===== src/rtl/xbus_pkg.sv =====
// Package: shared types for the external bus phase sequencer.
// Assumes: one counter width serves every phase count of every zone.
package xbus_pkg;

    parameter int XB_CNT_W = 4;

    typedef enum logic [1:0] {
        PH_IDLE  = 2'd0,
        PH_LEAD  = 2'd1,
        PH_ACT   = 2'd2,
        PH_TRAIL = 2'd3
    } phase_t;

    typedef struct packed {
        logic [XB_CNT_W-1:0] lead;
        logic [XB_CNT_W-1:0] act;
        logic [XB_CNT_W-1:0] trail;
    } phase_cnt_t;

    typedef struct packed {
        logic       use_ready;
        phase_cnt_t rd;
        phase_cnt_t wr;
    } zone_cfg_t;

endpackage


===== src/rtl/xbus_timing_regs.sv =====
// Module: per-zone timing record storage plus the global doubling flag.
// Assumes: one write per cycle; reads are combinational by zone index.
module xbus_timing_regs
    import xbus_pkg::*;
#(
    parameter int NUM_ZONES = 4,
    parameter int ZW        = 2
) (
    input  logic          clk,
    input  logic          rst_n,
    input  logic          cfg_we,
    input  logic [ZW-1:0] cfg_zone,
    input  zone_cfg_t     cfg_wdata,
    input  logic          dbl_we,
    input  logic          dbl_in,
    input  logic [ZW-1:0] rd_zone,
    output zone_cfg_t     rd_cfg,
    output logic          dbl
);

    zone_cfg_t regs [NUM_ZONES];

    for (genvar z = 0; z < NUM_ZONES; z++) begin : g_zone
        // Hold one zone's record; cleared on reset, loaded on a matching write.
        always_ff @(posedge clk) begin
            if (!rst_n)
                regs[z] <= '0;
            else if (cfg_we && cfg_zone == ZW'(z))
                regs[z] <= cfg_wdata;
        end
    end

    // Hold the global doubling flag.
    always_ff @(posedge clk) begin
        if (!rst_n)
            dbl <= 1'b0;
        else if (dbl_we)
            dbl <= dbl_in;
    end

    // Present the record of the requested zone.
    always_comb rd_cfg = regs[rd_zone];

endmodule


===== src/rtl/xbus_phase_fsm.sv =====
// Module: phase sequencer. Takes a copy of the counts when it accepts a
// request, then counts lead, active (with ready wait) and trail.
// Assumes: a zero count skips its phase; no legality check of counts.
module xbus_phase_fsm
    import xbus_pkg::*;
#(
    parameter int ZW    = 2,
    parameter int LEN_W = XB_CNT_W + 1
) (
    input  logic          clk,
    input  logic          rst_n,
    input  logic          req,
    input  logic [ZW-1:0] req_zone,
    input  logic          req_wr,
    input  zone_cfg_t     sel_cfg,
    input  logic          dbl,
    input  logic          rdy,
    output phase_t        phase,
    output logic [ZW-1:0] zone_q,
    output logic          wr_q,
    output logic          busy,
    output logic          done
);

    localparam logic [LEN_W-1:0] ONE = LEN_W'(1);

    logic [LEN_W-1:0] cnt, act_len_q, trail_len_q;
    logic [LEN_W-1:0] lead_len, act_len, trail_len;
    logic             use_rdy_q, hold, accept;
    phase_cnt_t       pick;

    function automatic logic [LEN_W-1:0] scale(input logic [XB_CNT_W-1:0] c,
                                               input logic d);
        return d ? {c, 1'b0} : {1'b0, c};
    endfunction

    // Work out the lengths of the phases for the incoming request.
    always_comb begin
        pick      = req_wr ? sel_cfg.wr : sel_cfg.rd;
        lead_len  = scale(pick.lead, dbl);
        act_len   = scale(pick.act, dbl) + ONE;
        trail_len = scale(pick.trail, dbl);
    end

    assign busy   = (phase != PH_IDLE);
    assign accept = (phase == PH_IDLE) && req;
    assign hold   = (phase == PH_ACT) && (cnt == '0) && use_rdy_q && !rdy;
    assign done   = ((phase == PH_ACT) && (cnt == '0) && !hold && (trail_len_q == '0))
                 || ((phase == PH_TRAIL) && (cnt == '0));

    // Take the request's settings on acceptance; they stay fixed for the access.
    always_ff @(posedge clk) begin
        if (!rst_n) begin
            zone_q      <= '0;
            wr_q        <= 1'b0;
            use_rdy_q   <= 1'b0;
            act_len_q   <= '0;
            trail_len_q <= '0;
        end else if (accept) begin
            zone_q      <= req_zone;
            wr_q        <= req_wr;
            use_rdy_q   <= sel_cfg.use_ready;
            act_len_q   <= act_len;
            trail_len_q <= trail_len;
        end
    end

    // Step through the phases and their cycle counter.
    always_ff @(posedge clk) begin
        if (!rst_n) begin
            phase <= PH_IDLE;
            cnt   <= '0;
        end else begin
            unique case (phase)
                PH_IDLE: if (accept) begin
                    if (lead_len != '0) begin
                        phase <= PH_LEAD;
                        cnt   <= lead_len - ONE;
                    end else begin
                        phase <= PH_ACT;
                        cnt   <= act_len - ONE;
                    end
                end
                PH_LEAD: if (cnt == '0) begin
                    phase <= PH_ACT;
                    cnt   <= act_len_q - ONE;
                end else begin
                    cnt <= cnt - ONE;
                end
                PH_ACT: if (cnt != '0) begin
                    cnt <= cnt - ONE;
                end else if (!hold) begin
                    if (trail_len_q != '0) begin
                        phase <= PH_TRAIL;
                        cnt   <= trail_len_q - ONE;
                    end else begin
                        phase <= PH_IDLE;
                    end
                end
                PH_TRAIL: if (cnt == '0) phase <= PH_IDLE;
                          else           cnt   <= cnt - ONE;
                default: phase <= PH_IDLE;
            endcase
        end
    end

    AST_DONE_ONE_CYCLE: assert property (@(posedge clk) disable iff (!rst_n)
        done |=> !done);
    AST_READY_WAIT: assert property (@(posedge clk) disable iff (!rst_n)
        (phase == PH_ACT && cnt == '0 && use_rdy_q && !rdy) |=> (phase == PH_ACT));
    AST_BUSY_DROP: assert property (@(posedge clk) disable iff (!rst_n)
        (busy && req) |=> $stable(zone_q));
    AST_LEAD_ORDER: assert property (@(posedge clk) disable iff (!rst_n)
        (phase == PH_LEAD) |=> (phase == PH_LEAD || phase == PH_ACT));
    AST_TRAIL_ORDER: assert property (@(posedge clk) disable iff (!rst_n)
        (phase == PH_TRAIL) |=> (phase == PH_TRAIL || phase == PH_IDLE));
    AST_DONE_ENDS: assert property (@(posedge clk) disable iff (!rst_n)
        done |=> (phase == PH_IDLE));

endmodule


===== src/rtl/xbus_strobe_drv.sv =====
// Module: turns the current phase into active-low chip-selects and strobes.
// Assumes: the phase, zone and direction inputs come straight from registers.
module xbus_strobe_drv
    import xbus_pkg::*;
#(
    parameter int NUM_ZONES = 4,
    parameter int ZW        = 2
) (
    input  logic                 clk,
    input  logic                 rst_n,
    input  phase_t               phase,
    input  logic [ZW-1:0]        zone_q,
    input  logic                 wr_q,
    output logic [NUM_ZONES-1:0] cs_n,
    output logic                 rd_n,
    output logic                 wr_n
);

    for (genvar z = 0; z < NUM_ZONES; z++) begin : g_cs
        // Pull a zone's select low for every non-idle cycle of its access.
        always_comb cs_n[z] = !((phase != PH_IDLE) && (zone_q == ZW'(z)));
    end

    // Pull the direction's strobe low during the active phase only.
    always_comb begin
        rd_n = !((phase == PH_ACT) && !wr_q);
        wr_n = !((phase == PH_ACT) && wr_q);
    end

    AST_ONE_SELECT: assert property (@(posedge clk) disable iff (!rst_n)
        $onehot0(~cs_n));
    AST_STROBE_EXCL: assert property (@(posedge clk) disable iff (!rst_n)
        !(!rd_n && !wr_n));
    AST_STROBE_IN_CS: assert property (@(posedge clk) disable iff (!rst_n)
        (!rd_n || !wr_n) |-> (cs_n != '1));

endmodule


===== src/rtl/xbus_phase_seq.sv =====
// Module: top of the external bus access phase sequencer.
// Assumes: all inputs synchronous to clk; ready is synchronised upstream.
module xbus_phase_seq
    import xbus_pkg::*;
#(
    parameter int NUM_ZONES = 4,
    parameter int ZW        = (NUM_ZONES > 1) ? $clog2(NUM_ZONES) : 1,
    parameter int CFG_W     = 6 * XB_CNT_W + 1
) (
    input  logic                 clk,
    input  logic                 rst_n,
    input  logic                 cfg_we,
    input  logic [ZW-1:0]        cfg_zone,
    input  logic [CFG_W-1:0]     cfg_wdata,
    input  logic                 dbl_we,
    input  logic                 dbl_in,
    input  logic                 req,
    input  logic [ZW-1:0]        req_zone,
    input  logic                 req_wr,
    input  logic                 rdy,
    output logic [NUM_ZONES-1:0] cs_n,
    output logic                 rd_n,
    output logic                 wr_n,
    output logic                 busy,
    output logic                 done
);

    zone_cfg_t     sel_cfg;
    logic          dbl, wr_q;
    logic [ZW-1:0] zone_q;
    phase_t        phase;

    xbus_timing_regs #(.NUM_ZONES(NUM_ZONES), .ZW(ZW)) u_regs (
        .clk(clk), .rst_n(rst_n),
        .cfg_we(cfg_we), .cfg_zone(cfg_zone), .cfg_wdata(zone_cfg_t'(cfg_wdata)),
        .dbl_we(dbl_we), .dbl_in(dbl_in),
        .rd_zone(req_zone), .rd_cfg(sel_cfg), .dbl(dbl)
    );

    xbus_phase_fsm #(.ZW(ZW)) u_fsm (
        .clk(clk), .rst_n(rst_n),
        .req(req), .req_zone(req_zone), .req_wr(req_wr),
        .sel_cfg(sel_cfg), .dbl(dbl), .rdy(rdy),
        .phase(phase), .zone_q(zone_q), .wr_q(wr_q),
        .busy(busy), .done(done)
    );

    xbus_strobe_drv #(.NUM_ZONES(NUM_ZONES), .ZW(ZW)) u_drv (
        .clk(clk), .rst_n(rst_n),
        .phase(phase), .zone_q(zone_q), .wr_q(wr_q),
        .cs_n(cs_n), .rd_n(rd_n), .wr_n(wr_n)
    );

endmodule


===== config.mk =====
export PLATFORM = sky130hd
export DESIGN_NAME = xbus_phase_seq
export DESIGN_NICKNAME = d
export VERILOG_FILES = /design/src/rtl/xbus_pkg.sv /design/src/rtl/xbus_timing_regs.sv /design/src/rtl/xbus_phase_fsm.sv /design/src/rtl/xbus_strobe_drv.sv /design/src/rtl/xbus_phase_seq.sv
export SDC_FILE = /design/constraint.sdc
export NUM_CORES = 1
export LEC_CHECK = 0
export ABC_AREA = 1
export BUFFER_PORTS_ARGS = -buffer_cell sky130_fd_sc_hd__buf_2
export CAP_MARGIN = 10
export CORE_MARGIN = 5
export CORE_UTILIZATION = 40
export DETAILED_ROUTE_END_ITERATION = 7
export PLACE_DENSITY_LB_ADDON = 0.15
export SLEW_MARGIN = 10
export SYNTH_ARGS = -nofsm -noshare
export SYNTH_HDL_FRONTEND = slang
export SYNTH_SLANG_ARGS = --single-unit

===== constraint.sdc =====
create_clock -name clk -period 3.3 [get_ports clk]
set_clock_uncertainty 0.05 [all_clocks]
set_input_delay 0.165 -clock clk [delete_from_list [all_inputs] [get_ports clk]]
set_output_delay 0.165 -clock clk [all_outputs]
set_load 0.02 [all_outputs]

==> run_results.csv <==
group,metric,value,unit
placed_design,dp_hpwl,9970,um
timing,tightest_slew,0.620,ns
cells_and_area,drive_gt1_frac,0.131,
placed_design,gp_congestion,0.934,
floorplan,die_w,137,um
power_and_ir_drop,report.power.total,4.73,mW
drt,wl,16000,um
placed_design,port_buffers,44,
cts,htree_levels,4,
floorplan,initial_utilization,0.405,
cells_and_area,fin_cells,1048,
drt,drc_errors,0,
synth,avgSynthCellArea,8.24,sq um
worst_hold_path,hold_path.class,"in2reg",
critical_path,worst-path-max-fanout,16,
critical_path,crit_path_start_kind,"register",
global_routing,grt.total_usage,0.180,
synth,ys_top_cells_by_count,"164 x nor2_1, 139 x nand2_1, 114 x inv_1, 100 x edfxtp_1, 63 x nand3_1",
cells_and_area,regArea,0.00344,sq mm
timing,fmax,382,MHz
timing,post-route-period-util,0.794,
timing,setup_ws,0.680,ns
synth,syn-num-nets,820,
global_routing,antenna_found_initial,0,
synth,synth_largest_area_cell,"edfxtp_1",
synth,yosys_warnings,0,
cts,cts_resized,0,
cts,clkTransAtPathRegs,0.06,ns
drt,drt_iter0_markers,418,
synth,synth_cells,778,
timing,finalSetupTns,0,ns
synth,synthTopCellsByArea,"edfxtp_1 47%, nor2_1 9.6%, nand2_1 8.1%",
power_and_ir_drop,power_per_cell_area,645,mW/mm^2
placed_design,dp_slack,0.620,ns
floorplan,ios,45,
synth,yosys_register_bits,122,
cts,tritoncts,"yes",
cells_and_area,antenna_cells,0,
drt,wl_per_cell,15.3,um
cells_and_area,nFillCells,1566,
floorplan,core_area,0.0158,sq mm
cts,clock_latency,0.41,ns
synth,yosysMostFrequentCell,"nor2_1",
timing,hold_viol_final,0,
floorplan,die_height,137,um
critical_path,cp_top_family,"simple AND/OR/NAND/NOR gates",
critical_path,worstSetupPathType,"reg2reg",
synth,synth_top_area_share,0.468,
placed_design,dp_cells,1014,
cts,cts_root_buf,"clkbuf_16",
synth,ys_seq_area_frac,0.537,
global_routing,grt_pass1_wl,25800,um
power_and_ir_drop,peakVddDrop,0.367,mV
cells_and_area,fin_nets,861,
run_status,status,"completed",
synth,async_flop_share,0,
critical_path,cp.buffers_inverters,2,
critical_path,cpPeakStageDelay,0.59,ns
drt,route.antenna.remaining_nets,0,
synth,ys_types,38,
drt,drtPass1Iterations,5,
global_routing,grt_max_degree,53,
timing,slew_headroom,0.586,
critical_path,crit_slowest_cell,"dfxtp_1",
cts,clock_sinks,122,
floorplan,rows,46,
cts,clock_path_buffers,2,
global_routing,first_global_vias,4973,
critical_path,worstPathCellList,"inv_1 > nand2_1 > o21ai_0 > ha_1 > nand3_1 > nand2_1 > inv_1 > ha_1 > nand3_1 > nor2_1 > nand2_1 > nand3_1 > a21oi_2",
floorplan,dieArea,0.0187,sq mm
job,drv_cap,0,
cells_and_area,final_util,0.463,
timing,min_period,2.62,ns
timing,rsz0062_at_grt,"false",
synth,ys.flop_type,"edfxtp_1",
global_routing,grt_overflow,0,
critical_path,arrival,2.86,ns
drt,via_per_inst,4.90,
power_and_ir_drop,leakage,3.27,nW
drt,vias,5130,
cells_and_area,area_delta_synth_final,14.4,%
timing,setup_viol,0,
cts,cts_made_buffers,17,
critical_path,worstPathRequired,3.54,ns
critical_path,critPathCaptureType,"register",
timing,slew_violations,0,
synth,syn_area,0.00641,sq mm
cells_and_area,multiInputGateArea,0.00231,sq mm
synth,synth_edf_count,100,
[registers in the layout, indices dropped and copies added (netlist names)]
register           cells
u_fsm.use_rdy_q        1
u_fsm.phase            2
u_fsm.zone_q           2
u_fsm.wr_q             1
u_fsm.cnt              5
u_fsm.trail_len_q      5
u_fsm.act_len_q        5
u_regs.dbl             1
u_regs.regs          100
[power by group]
group / leakage [nW] / switching, mW / internal [mW]
Sequential: 1.17 / 0.0996 / 1.84
Clock: 0.252 / 0.661 / 1.02
Combinational: 1.85 / 0.739 / 0.369
[logic make-up after synthesis]
logic type	count (synthesis)	share of synthesized area
flip-flops	122	0.537
adder cells (fa/ha/maj)	5	0.00976
XOR/XNOR	4	0.00546
AND/OR/NAND/NOR	399	0.261
AO/OA/AOI/OAI	94	0.0845
buffers and inverters	154	0.102
[worst min-delay path: cells and delay by family]
family                 cells  cell delay, ns
AND/OR/NAND/NOR            1            0.09
buffers and inverters      2            0.13
[worst paths after layout]
kind / end / cells past startpoint / startpoint / slack, ns
min: u_regs.regs[3][21] / 3 / cfg_wdata[21] / 0.04
max: u_fsm.cnt[4] / 13 / u_regs.dbl / 0.68
min reg2reg: u_fsm.trail_len_q[4] / 2 / u_fsm.trail_len_q[4] / 0.44
max reg2reg: u_fsm.cnt[4] / 13 / u_regs.dbl / 0.68
[per-stage QoR]
step	hold WS [ns]	area (sq um)
floorplan	0.254	6410
global placement	0.391	6780
detailed placement	0.380	6780
CTS	0.0214	7340
global route	0.0389	7340
finish	0.0376	7340
[layer usage]
metal | global-route usage | wire length (um)
met1 | 0.235 | 7370
met2 | 0.299 | 7700
met3 | 0.0316 | 674
met4 | 0.0633 | 250
met5 | 0 | 0
[cell type report]
class                      instances  share of cell area
clock inverter                    13              0.0142
tap                              216              0.0368
multi-input combinational        502               0.315
clock buffer                      19              0.0590
sequential                       122               0.469
inverter                         119              0.0612
timing repair buffer              57              0.0440
[layout by cell type (no fill, tap or decap), types with 2 or more instances in the layout]
cell / synthesis / layout
nor2_1: 164 / 164
nand2_1: 139 / 139
inv_1: 114 / 114
edfxtp_1: 100 / 100
nand3_1: 63 / 63
buf_2: 6 / 44
o21ai_0: 41 / 41
dfxtp_1: 22 / 22
clkbuf_16: 0 / 17
a21oi_1: 16 / 16
buf_4: 4 / 11
o22ai_1: 10 / 10
o21ai_1: 9 / 9
nand2_2: 7 / 7
nor2_2: 6 / 6
nor3_1: 5 / 5
nand4_1: 5 / 5
clkinv_1: 2 / 5
ha_1: 5 / 5
o221ai_1: 4 / 4
a31oi_1: 4 / 4
xnor2_1: 4 / 4
clkinvlp_4: 0 / 4
nand3_2: 3 / 3
o211ai_1: 3 / 3
nor4_1: 3 / 3
clkinv_2: 0 / 3
inv_2: 2 / 2
o21ai_2: 2 / 2
a21oi_2: 2 / 2
clkbuf_1: 17 / 2
dlygate4sd3_1: 0 / 2
[what timing repair did]
item / 4_1_cts / 5_1_grt
hold endpoints to repair: 1 / 0
setup buffers: 0 / 0
hold buffers: 2 / 0
No activity file was read; power rests on OpenSTA's default activity.
